--- src/rtl/addr_ctr_pkg.sv ---
package addr_ctr_pkg;

   // Operation chosen each cycle, listed from highest to lowest priority.
   typedef enum logic [1:0] {
      CTR_CLEAR = 2'd0,
      CTR_LOAD  = 2'd1,
      CTR_HOLD  = 2'd2,
      CTR_STEP  = 2'd3
   } ctr_op_e;

   localparam int unsigned ADDR_W_NARROW = 12;
   localparam int unsigned ADDR_W_WIDE   = 13;

   function automatic bit width_supported(int unsigned w);
      return (w == ADDR_W_NARROW) || (w == ADDR_W_WIDE);
   endfunction

endpackage

--- src/rtl/burst_op_decode.sv ---
module burst_op_decode
   import addr_ctr_pkg::*;
(
   input  logic    load_n,
   input  logic    step_n,
   input  logic    clr_n,
   output ctr_op_e op
);

   always_comb begin
      if (!clr_n)       op = CTR_CLEAR;
      else if (!load_n) op = CTR_LOAD;
      else if (!step_n) op = CTR_STEP;
      else              op = CTR_HOLD;
   end

endmodule

--- src/rtl/burst_incrementer.sv ---
module burst_incrementer #(
   parameter int unsigned ADDR_W = 12
) (
   input  logic [ADDR_W-1:0] a,
   output logic [ADDR_W-1:0] a_plus1
);

   localparam int unsigned CHAIN_LEN = ADDR_W + 1;

   logic [CHAIN_LEN-1:0] carry;

   assign carry[0] = 1'b1;

   // Half-adder chain; the carry out of the top bit is dropped, so the
   // all-ones address rolls over to zero.
   for (genvar i = 0; i < ADDR_W; i++) begin : g_bit
      assign a_plus1[i]  = a[i] ^ carry[i];
      assign carry[i+1]  = a[i] & carry[i];
   end

   logic unused_carry;
   assign unused_carry = carry[CHAIN_LEN-1];

endmodule

--- src/rtl/burst_addr_select.sv ---
module burst_addr_select
   import addr_ctr_pkg::*;
#(
   parameter int unsigned ADDR_W = 12
) (
   input  ctr_op_e           op,
   input  logic [ADDR_W-1:0] ext_addr,
   input  logic [ADDR_W-1:0] held_addr,
   input  logic [ADDR_W-1:0] next_addr,
   output logic [ADDR_W-1:0] sel_addr
);

   always_comb begin
      unique case (op)
         CTR_CLEAR: sel_addr = '0;
         CTR_LOAD:  sel_addr = ext_addr;
         CTR_STEP:  sel_addr = next_addr;
         default:   sel_addr = held_addr;
      endcase
   end

endmodule

--- src/rtl/burst_addr_reg.sv ---
module burst_addr_reg #(
   parameter int unsigned ADDR_W = 12
) (
   input  logic              clk,
   input  logic              rst,
   input  logic [ADDR_W-1:0] d,
   output logic [ADDR_W-1:0] q
);

   always_ff @(posedge clk) begin
      if (rst) q <= '0;
      else     q <= d;
   end

endmodule

--- src/rtl/burst_addr_counter.sv ---
module burst_addr_counter
   import addr_ctr_pkg::*;
#(
   parameter int unsigned ADDR_W = 12
) (
   input  logic              clk,
   input  logic              rst,
   input  logic [ADDR_W-1:0] ext_addr,
   input  logic              load_n,
   input  logic              step_n,
   input  logic              clr_n,
   output logic [ADDR_W-1:0] cur_addr
);

   // only the two supported widths elaborate.
   if (!width_supported(ADDR_W)) begin : g_bad_width
      $error("burst_addr_counter: ADDR_W must be 12 or 13");
   end

   ctr_op_e           op;
   logic [ADDR_W-1:0] held_q;
   logic [ADDR_W-1:0] stepped;

   burst_op_decode u_decode (
      .load_n (load_n),
      .step_n (step_n),
      .clr_n  (clr_n),
      .op     (op)
   );

   burst_incrementer #(.ADDR_W(ADDR_W)) u_inc (
      .a       (held_q),
      .a_plus1 (stepped)
   );

   burst_addr_select #(.ADDR_W(ADDR_W)) u_sel (
      .op        (op),
      .ext_addr  (ext_addr),
      .held_addr (held_q),
      .next_addr (stepped),
      .sel_addr  (cur_addr)
   );

   // The register keeps the address of this cycle's access.
   burst_addr_reg #(.ADDR_W(ADDR_W)) u_reg (
      .clk (clk),
      .rst (rst),
      .d   (cur_addr),
      .q   (held_q)
   );

endmodule

--- config.mk ---
export PLATFORM = sky130hd
export DESIGN_NAME = burst_addr_counter
export DESIGN_NICKNAME = d
export VERILOG_FILES = /design/src/rtl/addr_ctr_pkg.sv /design/src/rtl/burst_op_decode.sv /design/src/rtl/burst_incrementer.sv /design/src/rtl/burst_addr_select.sv /design/src/rtl/burst_addr_reg.sv /design/src/rtl/burst_addr_counter.sv
export SDC_FILE = /design/constraint.sdc
export NUM_CORES = 1
export LEC_CHECK = 0
export CAP_MARGIN = 20
export CORE_MARGIN = 1.5
export CORE_UTILIZATION = 43
export CTS_CLUSTER_DIAMETER = 60
export CTS_CLUSTER_SIZE = 16
export DETAILED_ROUTE_END_ITERATION = 7
export PLACE_DENSITY = 0.83
export SLEW_MARGIN = 20
export SYNTH_ARGS = -nofsm -noshare
export SYNTH_HDL_FRONTEND = slang
export SYNTH_SLANG_ARGS = --single-unit
--- constraint.sdc ---
create_clock -name clk -period 4.35 [get_ports clk]
set_clock_uncertainty 0.15 [all_clocks]
set_input_delay 0.87 -clock clk [delete_from_list [all_inputs] [get_ports clk]]
set_output_delay 0.87 -clock clk [all_outputs]
set_load 0.01 [all_outputs]
==> results of run 1 <==
## power by group
part,switching [W],internal (W)
clock,0.0000421,0.0000510
combinational,0.0000305,0.0000373
sequential,0.00000269,0.000115
total,0.0000753,0.000203
## worst max path at each step
| stage | from | to | slack (ns) | depth (start not counted) |
|---|---|---|---|---|
| 3_3_place_gp | u_reg.q[0]$_SDFF_PP0_ | cur_addr[11] | 0.18 | 14 |
| 5_1_grt | u_reg.q[0]$_SDFF_PP0_ | cur_addr[9] | 0.02 | 12 |
| 6_report | u_reg.q[0]$_SDFF_PP0_ | cur_addr[9] | 0.22 | 12 |
| 4_1_cts | u_reg.q[0]$_SDFF_PP0_ | cur_addr[11] | 0.09 | 14 |
| 2_1_floorplan | u_reg.q[0]$_SDFF_PP0_ | cur_addr[11] | 0.69 | 13 |
| 3_5_place_dp | u_reg.q[0]$_SDFF_PP0_ | cur_addr[11] | 0.13 | 14 |
## cell families after synthesis
kind of cell | after synthesis | share of synthesized area [%]
and+or+nand+nor | 19 | 10.97
DFF | 12 | 30.09
muxes | 12 | 15.05
AOI/OAI and AO/OA | 30 | 21.94
xor gates and xnor gates | 1 | 1.097
adders and majority gates | 10 | 15.67
buffers and inverters | 8 | 5.171
## per-layer routing
layer / global-route usage [%] / up-vias / part of all wire (%)
li1: - / 386 / -
met1: 19.52 / 346 / 45
met2: 34.72 / 17 / 50
met3: 2.353 / 5 / 2.2
met4: 12.00 / 0 / 2.9
met5: 0 / - / 0
## synthesized netlist by cell type, drive strengths merged, types with 2 or more instances
cell type	n	share of area (%)
buf	3	2.7
ha	10	16
clkbuf	5	2.5
nand2b	2	1.6
dfxtp	12	30
a21oi	10	6.3
o21ai	10	6.3
nor2	12	5.6
mux2i	12	15
a211oi	10	9.4
## worst max-delay path, stage by stage, from the launching register on
cell and delay [ns]:
dfxtp_1 0.33, ha_1 0.20, ha_1 0.18, ha_1 0.18, ha_1 0.17, ha_1 0.18, ha_1 0.19, ha_1 0.18
ha_1 0.18, ha_1 0.27, mux2i_1 0.08, a21oi_1 0.15, clkdlybuf4s50_1 0.54
## what timing repair did
| action | CTS | global route |
|---|---|---|
| pin swaps | 0 | 0 |
| gates resized for setup | 2 | 2 |
| hold endpoints to repair | 0 | 0 |
| endpoints found under the setup margin | 2 | 1 |
## through the flow
stage                     std cells  util [%]
final                           143     64.49
after global routing            143     64.49
after CTS                       143     64.71
after detailed placement        139     62.75
after global placement          139     62.75
after floorplan                  92         -
## final cells by class
cell class	count	area [um2]	share of cell area [%]
Multi-Input combinational cell	72	516.7	46.40
Timing Repair Buffer	30	289.0	25.95
Sequential cell	12	240.2	21.57
Clock buffer	4	36.28	3.258
Tap cell	25	31.28	2.809
==> impl_metrics.json, run 1 <==
{
  "status": "finished, final reports clean",
  "grt_max_degree": 45,
  "rrSetupSlack_ns": 1.49,
  "fillerInstances": 158,
  "drive_above_1_share_pct": 5.932,
  "hold_viol_final": 0,
  "die_w_um": 46.09,
  "critPathCaptureType": "primary output",
  "finalPower_w": 0.0002784,
  "worstReg2RegStart": "u_reg.q[0]$_SDFF_PP0_",
  "place_area_um2": 1084,
  "grtUsageTotal_pct": 18.79,
  "crit_type": "reg -> out",
  "firstDrtPassIters": 3,
  "synth_fp_nets": 119,
  "hold_depth": 2,
  "synth_flop_cell": "dfxtp_1",
  "cp-start-kind": "flip-flop",
  "critPathArrivalTime_ns": 3.11,
  "dp_slack_ns": 0.1300,
  "grt_overflow": 0,
  "ys_ff_latch": 12,
  "syn_area_per_cell_um2": 8.677,
  "syn_area_um2": 798.3,
  "path_clk_slew_ns": 0.09,
  "final_cell_mix": "clkdlybuf4s50_1, mux2i_1, nor2_1, dfxtp_1",
  "min_to": "u_reg.q[5]$_SDFF_PP0_",
  "antenna_found_initial": 0,
  "totalWireLength_um": 1716,
  "async_reset_ff_share_pct": 0,
  "cts-buffers-inserted": 3,
  "ir_drop_mv": 0.1710,
  "synth_edf_count": 0,
  "power.density_nw_per_um2": 250.0,
  "die_area_um2": 2124,
  "rr_endpoint": "u_reg.q[11]$_SDFF_PP0_",
  "synth.distinct_cells": 18,
  "grt_setup_unrepaired": "false",
  "clock_path_buffers": 2,
  "cts_tree": "yes",
  "slew_headroom_pct": 67.48,
  "postRouteAntennaNets": 0,
  "drtIter0Drc": 1,
  "finalSetupTns_ns": 0,
  "rows": 15,
  "ys_seq_area_share_pct": 30.09,
  "design_area_um2": 1114,
  "final_common_cell": "clkdlybuf4s50_1",
  "gp_congestion": 0.7221,
  "largest-register": "u_reg.q",
  "hold_buffers": 0,
  "synthToLayoutAreaGrowth_pct": 39.50,
  "cts_setup_buffers": 0,
  "nets": 146,
  "leakagePower_nw": 0.4904,
  "antenna_cells": 0,
  "slew_violations": 0,
  "grt_pass1_vias": 712,
  "remaining_drc_errors": 0,
  "grt_pass1_wl_um": 2822,
  "drt-vias-per-instance": 5.273,
  "vias": 754,
  "holdWs_ns": 0.4908,
  "syn_inst": 92,
  "pin_count": 29,
  "fmax_mhz": 241.9,
  "fp.dieH_um": 46.09,
  "path_max_fanout": 2,
  "min_from": "u_reg.q[5]$_SDFF_PP0_",
  "largest_reg_flops": 12,
  "period_minus_slack_ns": 4.134,
  "cp.required_ns": 3.33,
  "rr_worst_depth": 13,
  "start_util_pct": 46.23,
  "setup_viol": 0,
  "core_area_um2": 1727,
  "clock-sinks": 12,
  "avgRoutedWirePerCell_um": 12.00,
  "ys_warn_count": 0,
  "clkLatencyLatePin_ns": 0.29,
  "hold_path.class": "reg -> reg",
  "fin_ws_ns": 0.2161,
  "cts_root_buf": "clkbuf_4",
  "reg.largest.list": "u_reg.q: 12 flops",
  "period_share_pct": 95.03,
  "hpwlAfterDp_um": 1245,
  "tightestPinTransition_ns": 0.4877,
  "htreeDepth": 1,
  "io_buffers": 28,
  "maxCapViolations": 0
}
No activity file was read; power rests on OpenSTA's default activity.
==> run 2: changes to the inputs <==
- SKIP_CTS_REPAIR_TIMING: default -> 1
==> run 2 against run 1 <==
Effect of this change: first-iteration DRC count did not move; total power rose by 0.28%; highest routed layer unchanged; final area rose by 1.0%; combinational power rose by 0.9%; sequential share of layout area fell by 0.22 points; die area did not move; sequential power barely moved; register-to-register slack barely moved; critical path type unchanged; wire length rose by 0.17%; worst hold slack did not move.
==> impl_metrics.json, run 2 (synthesis results as in run 1) <==
{
  "clock_path_buffers": 2,
  "finalSetupTns_ns": 0,
  "vias": 754,
  "gp_congestion": 0.7221,
  "fp.dieH_um": 46.09,
  "drive_above_1_share_pct": 5.085,
  "maxCapViolations": 0,
  "drt-vias-per-instance": 5.273,
  "worstReg2RegStart": "u_reg.q[0]$_SDFF_PP0_",
  "path_clk_slew_ns": 0.09,
  "largest-register": "u_reg.q",
  "grt_setup_unrepaired": "false",
  "worst-path-buf-inv": 1,
  "reg.largest.list": "u_reg.q: 12 flops",
  "die_w_um": 46.09,
  "crit_type": "reg -> out",
  "path_common_cell": "ha_1",
  "cts_tree": "yes",
  "final_cell_mix": "clkdlybuf4s50_1, mux2i_1, nor2_1, dfxtp_1",
  "totalWireLength_um": 1719,
  "antenna_found_initial": 0,
  "rrSetupSlack_ns": 1.49,
  "nets": 146,
  "cts_root_buf": "clkbuf_4",
  "drtIter0Drc": 1,
  "antenna_cells": 0,
  "final_common_cell": "clkdlybuf4s50_1",
  "final_core_util_pct": 65.14,
  "dpl.cell_count": 139,
  "avgRoutedWirePerCell_um": 12.02,
  "slowest_stage": "clkdlybuf4s50_1",
  "grt_pass1_vias": 712,
  "firstDrtPassIters": 3,
  "critPathArrivalTime_ns": 3.11,
  "path_max_fanout": 2,
  "cp-start-kind": "flip-flop",
  "fmax_mhz": 241.9,
  "power.density_nw_per_um2": 248.2,
  "pin_count": 29,
  "layout.cells.non_filler": 143,
  "largest_reg_flops": 12,
  "min_from": "u_reg.q[5]$_SDFF_PP0_",
  "slew_headroom_pct": 67.48,
  "clkLatencyLatePin_ns": 0.29,
  "hold_depth": 2,
  "leakagePower_nw": 0.5157,
  "die_area_um2": 2124,
  "core_area_um2": 1727,
  "remaining_drc_errors": 0,
  "critPathCaptureType": "primary output",
  "synthToLayoutAreaGrowth_pct": 40.91,
  "fin_ws_ns": 0.2156,
  "io_buffers": 28,
  "cp.required_ns": 3.33,
  "clock-sinks": 12,
  "path_delay_family": "adder cells",
  "period_minus_slack_ns": 4.134,
  "tightestPinTransition_ns": 0.4877,
  "setup_viol": 0,
  "grt_pass1_wl_um": 2822,
  "grt_max_degree": 45,
  "period_share_pct": 95.04,
  "slew_violations": 0,
  "hpwlAfterDp_um": 1245,
  "dp_slack_ns": 0.1300,
  "hold_path.class": "reg -> reg",
  "start_util_pct": 46.23,
  "cts-buffers-inserted": 3,
  "min_to": "u_reg.q[5]$_SDFF_PP0_",
  "rows": 15,
  "postRouteAntennaNets": 0,
  "rr_worst_depth": 13,
  "hold_viol_final": 0,
  "ir_drop_mv": 0.1715,
  "htreeDepth": 1,
  "rr_endpoint": "u_reg.q[11]$_SDFF_PP0_",
  "cp_cell_sequence": "ha_1, ha_1, ha_1, ha_1, ha_1, ha_1, ha_1, ha_1, ha_1, mux2i_1, a21oi_1, clkdlybuf4s50_1",
  "grt_overflow": 0,
  "status": "finished, final reports clean",
  "grtUsageTotal_pct": 18.79,
  "max_stage_delay_ns": 0.54
}
[run 2: power by group]
part	total (W)	internal [W]	switching, W
clock	0.0000933	0.0000510	0.0000423
sequential	0.000117	0.000115	0.00000269
combinational	0.0000684	0.0000380	0.0000304
[run 2: how the worst max path moves through the flow]
stage	startpoint	end	slack, ns	cells past startpoint
2_1_floorplan	u_reg.q[0]$_SDFF_PP0_	cur_addr[11]	0.69	13
3_3_place_gp	u_reg.q[0]$_SDFF_PP0_	cur_addr[11]	0.18	14
3_5_place_dp	u_reg.q[0]$_SDFF_PP0_	cur_addr[11]	0.13	14
4_1_cts	u_reg.q[0]$_SDFF_PP0_	cur_addr[11]	-0.19	14
5_1_grt	u_reg.q[0]$_SDFF_PP0_	cur_addr[9]	0.02	12
6_report	u_reg.q[0]$_SDFF_PP0_	cur_addr[9]	0.22	12
[run 2: routing by layer]
layer | vias up | wire length (um) | part of all wire, % | global-route usage [%]
li1 | 386 | - | - | -
met1 | 346 | 767 | 45 | 19.52
met2 | 17 | 861 | 50 | 34.72
met3 | 5 | 40 | 2.3 | 2.353
met4 | 0 | 50 | 2.9 | 12.00
met5 | - | 0 | 0 | 0
[run 2: worst reg2reg max path, stage by stage (launching register included)]
cell	delay, ns
dfxtp_1	0.33
ha_1	0.20
ha_1	0.18
ha_1	0.18
ha_1	0.17
ha_1	0.18
ha_1	0.19
ha_1	0.18
ha_1	0.18
ha_1	0.19
ha_1	0.17
and2b_1	0.16
mux2i_1	0.19
nor3_1	0.08
[run 2: metrics by stage]
stage	area [um2]	power (W)	hold WS, ns
floorplan	798.3	0.0001550	0.4332
global placement	1084	0.0001871	0.4564
detailed placement	1084	0.0001894	0.4687
CTS	1120	0.0002816	0.4860
global route	1125	0.0002906	0.5376
finish	1125	0.0002792	0.4908
[run 2: layout make-up]
| class | instances | area (um2) |
|---|---|---|
| sequential | 12 | 240.2 |
| fill | 156 | 601.8 |
| clock buffer | 4 | 36.28 |
| multi-input combinational | 72 | 516.7 |
| timing repair buffer | 30 | 300.3 |
| tap | 25 | 31.28 |
==> run 3: changes to the inputs <==
- REMOVE_ABC_BUFFERS: default -> 1
- clock period: 4.35 -> 4.42 ns (I/O delays scaled with it)
==> run 3 against run 2 <==
Effect of this change: total power fell by 3.2%; sequential cell count stayed put; die area did not move; utilization did not move; wire length shrank 4.8%; combinational power fell by 2%; first-iteration DRC count is 100% higher; worst hold slack lost 0.014 ns; sequential share of layout area stayed put; count of clock-buffer cells in the layout unchanged; sequential power about the same.
==> impl_metrics.json, run 3 (synthesis results as in run 1) <==
{
  "status": "finished, final reports clean",
  "gp_congestion": 0.7228,
  "reg.largest.list": "u_reg.q: 12 flops",
  "dpl.cell_count": 139,
  "critPathArrivalTime_ns": 3.15,
  "layout.cells.non_filler": 143,
  "netSwitchingFraction_pct": 25.90,
  "core_area_um2": 1727,
  "remaining_drc_errors": 0,
  "avgRoutedWirePerCell_um": 11.44,
  "fp.dieH_um": 46.09,
  "clock_path_buffers": 2,
  "nets": 146,
  "grt_setup_unrepaired": "false",
  "power.density_nw_per_um2": 240.3,
  "final_common_cell": "clkdlybuf4s50_1",
  "intPower_w": 0.0002003,
  "slew_headroom_pct": 67.83,
  "cp-start-kind": "flip-flop",
  "crit_type": "reg -> out",
  "rows": 15,
  "synthToLayoutAreaGrowth_pct": 40.91,
  "maxCapViolations": 0,
  "htreeDepth": 1,
  "multi_input_area_um2": 516.7,
  "ir_drop_mv": 0.1508,
  "largest-register": "u_reg.q",
  "vias": 765,
  "grt_pass1_wl_um": 2435,
  "grt_overflow": 0,
  "antenna_found_initial": 0,
  "firstDrtPassIters": 2,
  "finalSetupTns_ns": 0,
  "cts-buffers-inserted": 3,
  "fillerInstances": 154,
  "p_switching_w": 0.00007000,
  "antenna_cells": 0,
  "drtIter0Drc": 2,
  "final_cell_mix": "clkdlybuf4s50_1, mux2i_1, nor2_1, dfxtp_1",
  "largest_reg_flops": 12,
  "hold_viol_final": 0,
  "grtUsageTotal_pct": 16.12,
  "period_share_pct": 94.68,
  "path_clk_slew_ns": 0.08,
  "leakagePower_nw": 0.5157,
  "clockPowerShare_pct": 32.4,
  "final_core_util_pct": 65.14,
  "drt-vias-per-instance": 5.350,
  "combPwrFrac_pct": 24.8,
  "totalWireLength_um": 1636,
  "pin_count": 29,
  "postRouteAntennaNets": 0,
  "io_buffers": 28,
  "seqCellArea_um2": 240.2,
  "setup_viol": 0,
  "critPathCaptureType": "primary output",
  "min_from": "u_reg.q[2]$_SDFF_PP0_",
  "hpwlAfterDp_um": 1189,
  "seq_power_share_pct": 42.8,
  "cts_root_buf": "clkbuf_4",
  "clkLatencyLatePin_ns": 0.27,
  "die_area_um2": 2124,
  "tightestPinTransition_ns": 0.4825,
  "hold_path.class": "reg -> reg",
  "period_minus_slack_ns": 4.185,
  "start_util_pct": 46.23,
  "die_w_um": 46.09,
  "worstReg2RegStart": "u_reg.q[0]$_SDFF_PP0_",
  "slew_violations": 0,
  "path_max_fanout": 2,
  "fmax_mhz": 238.9,
  "drive_above_1_share_pct": 5.085,
  "grt_pass1_vias": 609,
  "crit_start": "u_reg.q[0]$_SDFF_PP0_",
  "cp.required_ns": 3.39,
  "clock-sinks": 12,
  "grt_max_degree": 45,
  "cts_tree": "yes"
}
## run 3: cell counts in the layout (fill, tap and decap cells not counted)
No cell type changed its count.
## run 3: metrics by stage
stage / power, W / hold slack, ns / area (um2) / setup slack [ns]
after floorplan: 0.0001438 / 0.4332 / 757.0 / 0.7470
after global placement: 0.0001840 / 0.4614 / 1084 / 0.2718
after detailed placement: 0.0001860 / 0.4686 / 1084 / 0.1767
after CTS: 0.0002736 / 0.4800 / 1120 / -0.1707
after global routing: 0.0002855 / 0.5092 / 1125 / 0.1057
final: 0.0002703 / 0.4764 / 1125 / 0.2350
## run 3: worst max-delay path, cell delays in order (launching register included)
cell            delay, ns
dfxtp_1              0.33
ha_1                 0.20
ha_1                 0.18
ha_1                 0.18
ha_1                 0.18
ha_1                 0.18
ha_1                 0.17
ha_1                 0.18
ha_1                 0.18
ha_1                 0.18
ha_1                 0.17
and2b_1              0.16
mux2i_1              0.14
nor3b_1              0.27
dlymetal6s2s_1       0.20
## run 3: power groups by stage
stage / registers (W) / logic [W] / clock network [W]
global route: 0.000116 / 0.0000732 / 0.0000959
CTS: 0.000116 / 0.0000682 / 0.0000896
detailed placement: 0.000118 / 0.0000677 / 0
floorplan: 0.000118 / 0.0000263 / 0
global placement: 0.000118 / 0.0000660 / 0
finish: 0.000116 / 0.0000671 / 0.0000875
## run 3: final timing paths
path | end | depth (start not counted) | slack (ns)
max reg2reg | u_reg.q[11]$_SDFF_PP0_ | 13 | 1.58
min reg2reg | u_reg.q[2]$_SDFF_PP0_ | 2 | 0.48
min | u_reg.q[2]$_SDFF_PP0_ | 2 | 0.48
max | cur_addr[11] | 14 | 0.23
## run 3: routing by layer
metal	track usage (%)	vias to the layer above	wire length, um
met2	27.22	18	793
met5	0	-	0
met4	8.571	0	18
met3	3.529	2	69
li1	-	390	-
met1	18.72	355	755
## run 3: layout make-up
type | instances | area share, %
well taps | 25 | 2.781
multi-input cells | 72 | 45.94
flip-flops and latches | 12 | 21.36
clock buffers | 4 | 3.226
repair buffers | 30 | 26.70
